## config.mk

```make
export PLATFORM = sky130hd
export DESIGN_NAME = clkpath_top
export DESIGN_NICKNAME = d
export VERILOG_FILES = /design/src/rtl/clkpath_pkg.sv /design/src/rtl/clkpath_ctrl.sv /design/src/rtl/clkpath_dp.sv /design/src/rtl/clkpath_top.sv
export SDC_FILE = /design/constraint.sdc
export NUM_CORES = 1
export LEC_CHECK = 0
export ABC_AREA = 1
export BUFFER_PORTS_ARGS = -buffer_cell sky130_fd_sc_hd__buf_2
export CELL_PAD_IN_SITES_DETAIL_PLACEMENT = 0
export CELL_PAD_IN_SITES_GLOBAL_PLACEMENT = 1
export CORE_ASPECT_RATIO = 0.7
export CORE_MARGIN = 5
export CORE_UTILIZATION = 37
export CTS_BUF_LIST = sky130_fd_sc_hd__clkbuf_8
export DETAILED_ROUTE_END_ITERATION = 8
export PLACE_DENSITY_LB_ADDON = 0.3
export SLEW_MARGIN = 10
export SYNTH_ARGS = -nofsm -noshare
export SYNTH_HDL_FRONTEND = slang
export SYNTH_SLANG_ARGS = --single-unit
```

## constraint.sdc

```tcl
create_clock -name clk -period 1.4 [get_ports clk]
set_input_delay 0.35 -clock clk [delete_from_list [all_inputs] [get_ports clk]]
set_output_delay 0.35 -clock clk [all_outputs]
set_load 0.01 [all_outputs]
```

## src/rtl/clkpath_pkg.sv

```systemverilog
package clkpath_pkg;
  localparam int NUM_OUT   = 2;
  localparam int PRE_SEL_W = 3;
  localparam int OUT_SEL_W = 2;
  localparam int PRE_CNT_W = 5;
  localparam int OUT_CNT_W = 5;
  localparam int BIT_W     = $clog2(PRE_CNT_W > OUT_CNT_W ? PRE_CNT_W : OUT_CNT_W);
  localparam logic [PRE_SEL_W-1:0] PRE_MAX_DIV = 3'd5;

  typedef struct packed {
    logic                           preRestart;
    logic                           prePass;
    logic [BIT_W-1:0]               preBit;
    logic [NUM_OUT-1:0]             outRestart;
    logic [NUM_OUT-1:0]             outEn;
    logic [NUM_OUT-1:0][BIT_W-1:0]  outBit;
  } pathCtl_t;

  function automatic logic [BIT_W-1:0] outBitOf(input logic [OUT_SEL_W-1:0] code);
    case (code)
      2'd1:    return BIT_W'(4);
      2'd2:    return BIT_W'(2);
      2'd3:    return BIT_W'(1);
      default: return '0;
    endcase
  endfunction
endpackage

```

## src/rtl/clkpath_ctrl.sv

```systemverilog
module clkpath_ctrl
  import clkpath_pkg::*;
(
  input  logic                                clk,
  input  logic                                rstN,
  input  logic                                refSel,
  input  logic [PRE_SEL_W-1:0]                preSel,
  input  logic [NUM_OUT-1:0][OUT_SEL_W-1:0]   outSel,
  output pathCtl_t                            ctl,
  output logic                                bypassClean,
  output logic                                bypassMult
);
  logic                              refSelQ;
  logic [PRE_SEL_W-1:0]              preSelQ;
  logic [NUM_OUT-1:0][OUT_SEL_W-1:0] outSelQ;

  always_ff @(posedge clk) begin
    if (!rstN) begin
      refSelQ <= 1'b0;
      preSelQ <= '0;
      outSelQ <= '0;
    end else begin
      refSelQ <= refSel;
      preSelQ <= preSel;
      outSelQ <= outSel;
    end
  end

  always_comb begin
    ctl = '0;
    ctl.preRestart = (preSel != preSelQ) || (refSel != refSelQ);
    ctl.prePass    = (preSel == '0) || (preSel > PRE_MAX_DIV);
    ctl.preBit     = ctl.prePass ? '0 : BIT_W'(preSel - 1'b1);
    for (int i = 0; i < NUM_OUT; i++) begin
      ctl.outRestart[i] = (outSel[i] != outSelQ[i]);
      ctl.outEn[i]      = |outSel[i];
      ctl.outBit[i]     = outBitOf(outSel[i]);
    end
  end

  assign bypassClean = preSel[2] & preSel[1];
  assign bypassMult  = &preSel;
endmodule

```

## src/rtl/clkpath_dp.sv

```systemverilog
module clkpath_dp
  import clkpath_pkg::*;
(
  input  logic               clk,
  input  logic               rstN,
  input  logic               refA,
  input  logic               refB,
  input  logic               refSel,
  input  pathCtl_t           ctl,
  output logic               preClk,
  output logic [NUM_OUT-1:0] outClk
);
  logic                 selRef;
  logic                 refPrev;
  logic                 refRise;
  logic [PRE_CNT_W-1:0] preCnt;

  assign selRef  = refSel ? refB : refA;
  assign refRise = selRef & ~refPrev;

  always_ff @(posedge clk) begin
    if (!rstN) begin
      refPrev <= 1'b0;
      preCnt  <= '0;
    end else begin
      refPrev <= selRef;
      if (ctl.preRestart)  preCnt <= '0;
      else if (refRise)    preCnt <= preCnt + 1'b1;
    end
  end

  assign preClk = ctl.prePass ? selRef : preCnt[ctl.preBit];


  pre_restart_chk: assert property (@(posedge clk) disable iff (!rstN)
    ctl.preRestart |=> (preCnt == '0));


  pre_hold_chk: assert property (@(posedge clk) disable iff (!rstN)
    (!refRise && !ctl.preRestart) |=> $stable(preCnt));

  for (genvar g = 0; g < NUM_OUT; g++) begin : g_out
    logic [OUT_CNT_W-1:0] cnt;

    always_ff @(posedge clk) begin
      if (!rstN)                  cnt <= '0;
      else if (ctl.outRestart[g]) cnt <= '0;
      else                        cnt <= cnt + 1'b1;
    end

    assign outClk[g] = ctl.outEn[g] & cnt[ctl.outBit[g]];


    off_low_chk: assert property (@(posedge clk) disable iff (!rstN)
      !ctl.outEn[g] |-> !outClk[g]);


    out_restart_chk: assert property (@(posedge clk) disable iff (!rstN)
      ctl.outRestart[g] |=> !outClk[g]);
  end
endmodule

```

## src/rtl/clkpath_top.sv

```systemverilog
module clkpath_top
  import clkpath_pkg::*;
(
  input  logic                 clk,
  input  logic                 rstN,
  input  logic                 refA,
  input  logic                 refB,
  input  logic                 refSel,
  input  logic [PRE_SEL_W-1:0] preSel,
  input  logic [OUT_SEL_W-1:0] outSelA,
  input  logic [OUT_SEL_W-1:0] outSelB,
  output logic                 preClk,
  output logic                 bypassClean,
  output logic                 bypassMult,
  output logic                 outClkA,
  output logic                 outEnA,
  output logic                 outClkB,
  output logic                 outEnB
);
  pathCtl_t                          ctl;
  logic [NUM_OUT-1:0][OUT_SEL_W-1:0] outSel;
  logic [NUM_OUT-1:0]                outClk;

  assign outSel = {outSelB, outSelA};

  clkpath_ctrl u_ctrl (
    .clk(clk), .rstN(rstN), .refSel(refSel), .preSel(preSel), .outSel(outSel),
    .ctl(ctl), .bypassClean(bypassClean), .bypassMult(bypassMult)
  );

  clkpath_dp u_dp (
    .clk(clk), .rstN(rstN), .refA(refA), .refB(refB), .refSel(refSel),
    .ctl(ctl), .preClk(preClk), .outClk(outClk)
  );

  assign outClkA = outClk[0];
  assign outClkB = outClk[1];
  assign outEnA  = ctl.outEn[0];
  assign outEnB  = ctl.outEn[1];


  bypass_nest_chk: assert property (@(posedge clk) disable iff (!rstN)
    bypassMult |-> bypassClean);
endmodule

```

==> run summary <==
actual slew at the worst max-slew pin = 227.8 ps
number of global-route vias before repair = 988
die height = 59.76 um
failing checks = setup timing
Net Count, Synth = 219
Crit path arrival time = 1190 ps
Worst Hold Class = in -> reg
Syn Inst Count = 200
port bufs = 18
leakage = 0.9197 nW
maxcap violations = 0
CTS tree = built
kind of critical path = in -> out
router iterations before antenna repair = 4
Setup crit end = preClk
antenna violations before repair = 0
Async S/R FF share, synth = 0
unrepaired setup endpoints after global routing = true
reg2reg start = u_dp.preCnt[0]
most used standard cell by instance count after synthesis = nand2_1
Reg power frac = 0.464
status = finished with violations
Routed Antenna Nets = 0
DRT Wirelength = 2473 um
Clk network pwr share = 0.386
routed vias/inst = 4.014
layout cells sized above 1 = 0.2489
Post-synth EDFFs = 0
CP max stage delay = 250 ps
clk_lat worst skew = 260 ps
Crit Path Max Fanout = 4
Pwr Total = 1.539 mW
r2r endpoint = u_dp.preCnt[4]
final setup skew = 3.668 ps
post-synthesis sequential area ratio = 0.3671
crit-path cells = buf_12 > inv_8 > ha_4 > inv_2 > nor2_2 > nor2_1 > nor2_1 > nand2_1 > nand2_2 > buf_6
most frequent cell on the critical path = nor2_1
Die Footprint = 4846 um2
IO Count = 19
switching share of power = 0.2268
initial core utilization = 0.3773
diode count = 0
root buf cell = clkbuf_8
clock sinks = 24
Synth area leader = dfxtp_1
syn_area_per_cell = 6.544 um2
Final Max Tran Viols = 0
via count = 1136
crit path buf inv count = 4
clk buf depth = 2
gr usage total = 0.1147
Final min period = 1545 ps
post-route insts no fill = 283
largest net degree at the start of global routing = 15
die width = 81.09 um
core area = 3468 um2
R2R setup slack = 320 ps
Mapped Area = 1309 um2
Synth Register Bits = 24
dpl hpwl = 1963 um
H-tree lvl count = 1
Setup violations, final = 1
routability congestion estimate from global placement = 0.7215
Crit path depth = 10
placement row count = 18
FMAX = 647.5 MHz
Clock transition at path regs = 80 ps
top cells by count, synth = 66 x nand2_1, 40 x inv_1, 24 x dfxtp_1
final hold violation count = 0
first-pass GRT wire length = 4305 um
Startpoint Class = input pin
CP required = 1050 ps
Placed Cells = 277
slowest cell on the critical path = ha_4
part of the power in combinational logic = 0.150
wire per inst = 8.739 um
crit path from = preSel[0]
Int Pwr = 1.190 mW
Unique masters post-synth = 18
Syn-to-layout area delta = 30.50%
period utilisation layout = 1.103
CP delay by family, top = simple AND/OR/NAND/NOR gates
initial drt markers = 26
CTS buffer count = 3
slew margin rel. = 0.8477
top cells by area in the synthesized netlist = dfxtp_1 37%, nand2_1 19%, inv_1 11%
DRC = 0
maximum resistive drop on vdd = 0.4626 mV
CP Capture Type = output port
Setup WS post-layout = -144.5 ps
post-synth top area share = 0.3671
ys flop type = dfxtp_1
Synthesis Warnings = 0
total gr overflow = 0
PD cells = 901.3 nW/um2
worst r2r path cells = 8
filler cell count = 382
# nets final = 253
switching pwr = 0.3491 mW
==> worst min-delay path, cell delays in order <==
cell	delay, ps
buf_2	120
nand2_1	60
inv_1	40
==> registers in the layout (all words and copies together) (netlist names) <==
register and count:
u_dp.g_out.cnt 10, u_dp.preCnt 5, u_ctrl.outSelQ 4, u_ctrl.preSelQ 3
u_ctrl.refSelQ 1, u_dp.refPrev 1
==> layout make-up <==
cell class / instances / area, um2 / share of cell area
Clock buffer: 3 / 41.29 / 0.02418
Clock inverter: 1 / 30.03 / 0.01758
Timing Repair Buffer: 31 / 219.0 / 0.1282
Inverter: 42 / 170.2 / 0.09963
Tap cell: 50 / 62.56 / 0.03663
Multi-Input combinational cell: 132 / 695.7 / 0.4073
Sequential cell: 24 / 489.2 / 0.2864
==> per-stage QoR <==
step,cell area (um2),hold slack (ps),setup WS (ps),setup TNS [ps],utilization
after floorplan,1324,417.5,12.94,0,-
after global placement,1549,430.0,-263.8,-263.8,0.4466
after detailed placement,1549,440.5,-307.6,-307.6,0.4466
after CTS,1695,319.3,-154.4,-154.4,0.4888
after global routing,1708,331.9,-176.7,-176.7,0.4924
final,1708,325.6,-144.5,-144.5,0.4924
==> cells in the final DEF, fill, tap and decap left out, types with 3 or more instances in the layout <==
| cell type | Yosys | routed |
|---|---|---|
| xnor2_1 | 5 | 5 |
| inv_1 | 40 | 38 |
| nor2_1 | 23 | 22 |
| buf_4 | 0 | 13 |
| nand3_1 | 12 | 12 |
| clkbuf_8 | 0 | 3 |
| ha_1 | 7 | 5 |
| xor2_1 | 5 | 5 |
| dfxtp_1 | 24 | 17 |
| nand2_2 | 3 | 6 |
| dfxtp_2 | 0 | 7 |
| nand2_1 | 66 | 63 |
| buf_2 | 2 | 15 |
==> power by group through the flow <==
| stage | clock network [mW] | registers [mW] | logic (mW) |
|---|---|---|---|
| 3_3_place_gp | 0 | 0.730 | 0.209 |
| 2_1_floorplan | 0 | 0.728 | 0.126 |
| 3_5_place_dp | 0 | 0.730 | 0.210 |
| 5_1_grt | 0.644 | 0.717 | 0.261 |
| 4_1_cts | 0.614 | 0.714 | 0.237 |
| 6_report | 0.594 | 0.714 | 0.232 |
==> what timing repair did <==
action	CTS	global route
pin swaps	7	3
cloned	0	0
resized for setup	18	9
endpoints found under the setup margin	1	3
setup buffers	2	1
hold buffers	0	0
==> how the worst min path moves through the flow <==
stage	start	endpoint	slack (ps)	cells after the start
floorplan	u_dp.g_out[0].cnt[0]	u_dp.g_out[0].cnt[0]	420	1
global placement	u_dp.g_out[1].cnt[0]	u_dp.g_out[1].cnt[0]	430	1
detailed placement	u_dp.g_out[1].cnt[0]	u_dp.g_out[1].cnt[0]	440	1
CTS	outSelA[1]	u_ctrl.outSelQ[1]	320	3
global route	outSelA[1]	u_ctrl.outSelQ[1]	330	3
finish	outSelA[1]	u_ctrl.outSelQ[1]	330	3
==> per-layer routing <==
metal  routed length (um)  up-vias  global-route usage
li1                     -      653                   -
met1                 1395      462              0.1758
met2                  933       19              0.1544
met3                  119        2             0.03163
met4                   24        0             0.02892
met5                    0        -                   0
==> cells by family (layout without fill, tap and decap cells) <==
kind of cell               Yosys count  in the layout  share of synthesized area
and+or+nand+nor                    110            110                     0.3423
buffers and inverters               44             77                     0.1281
DFF                                 24             24                     0.3671
xor gates and xnor gates            10             10                    0.06692
adders and majority gates            7              7                    0.06692
AOI/OAI and AO/OA                    5              5                    0.02868
Power figures use the tool's default switching activity.
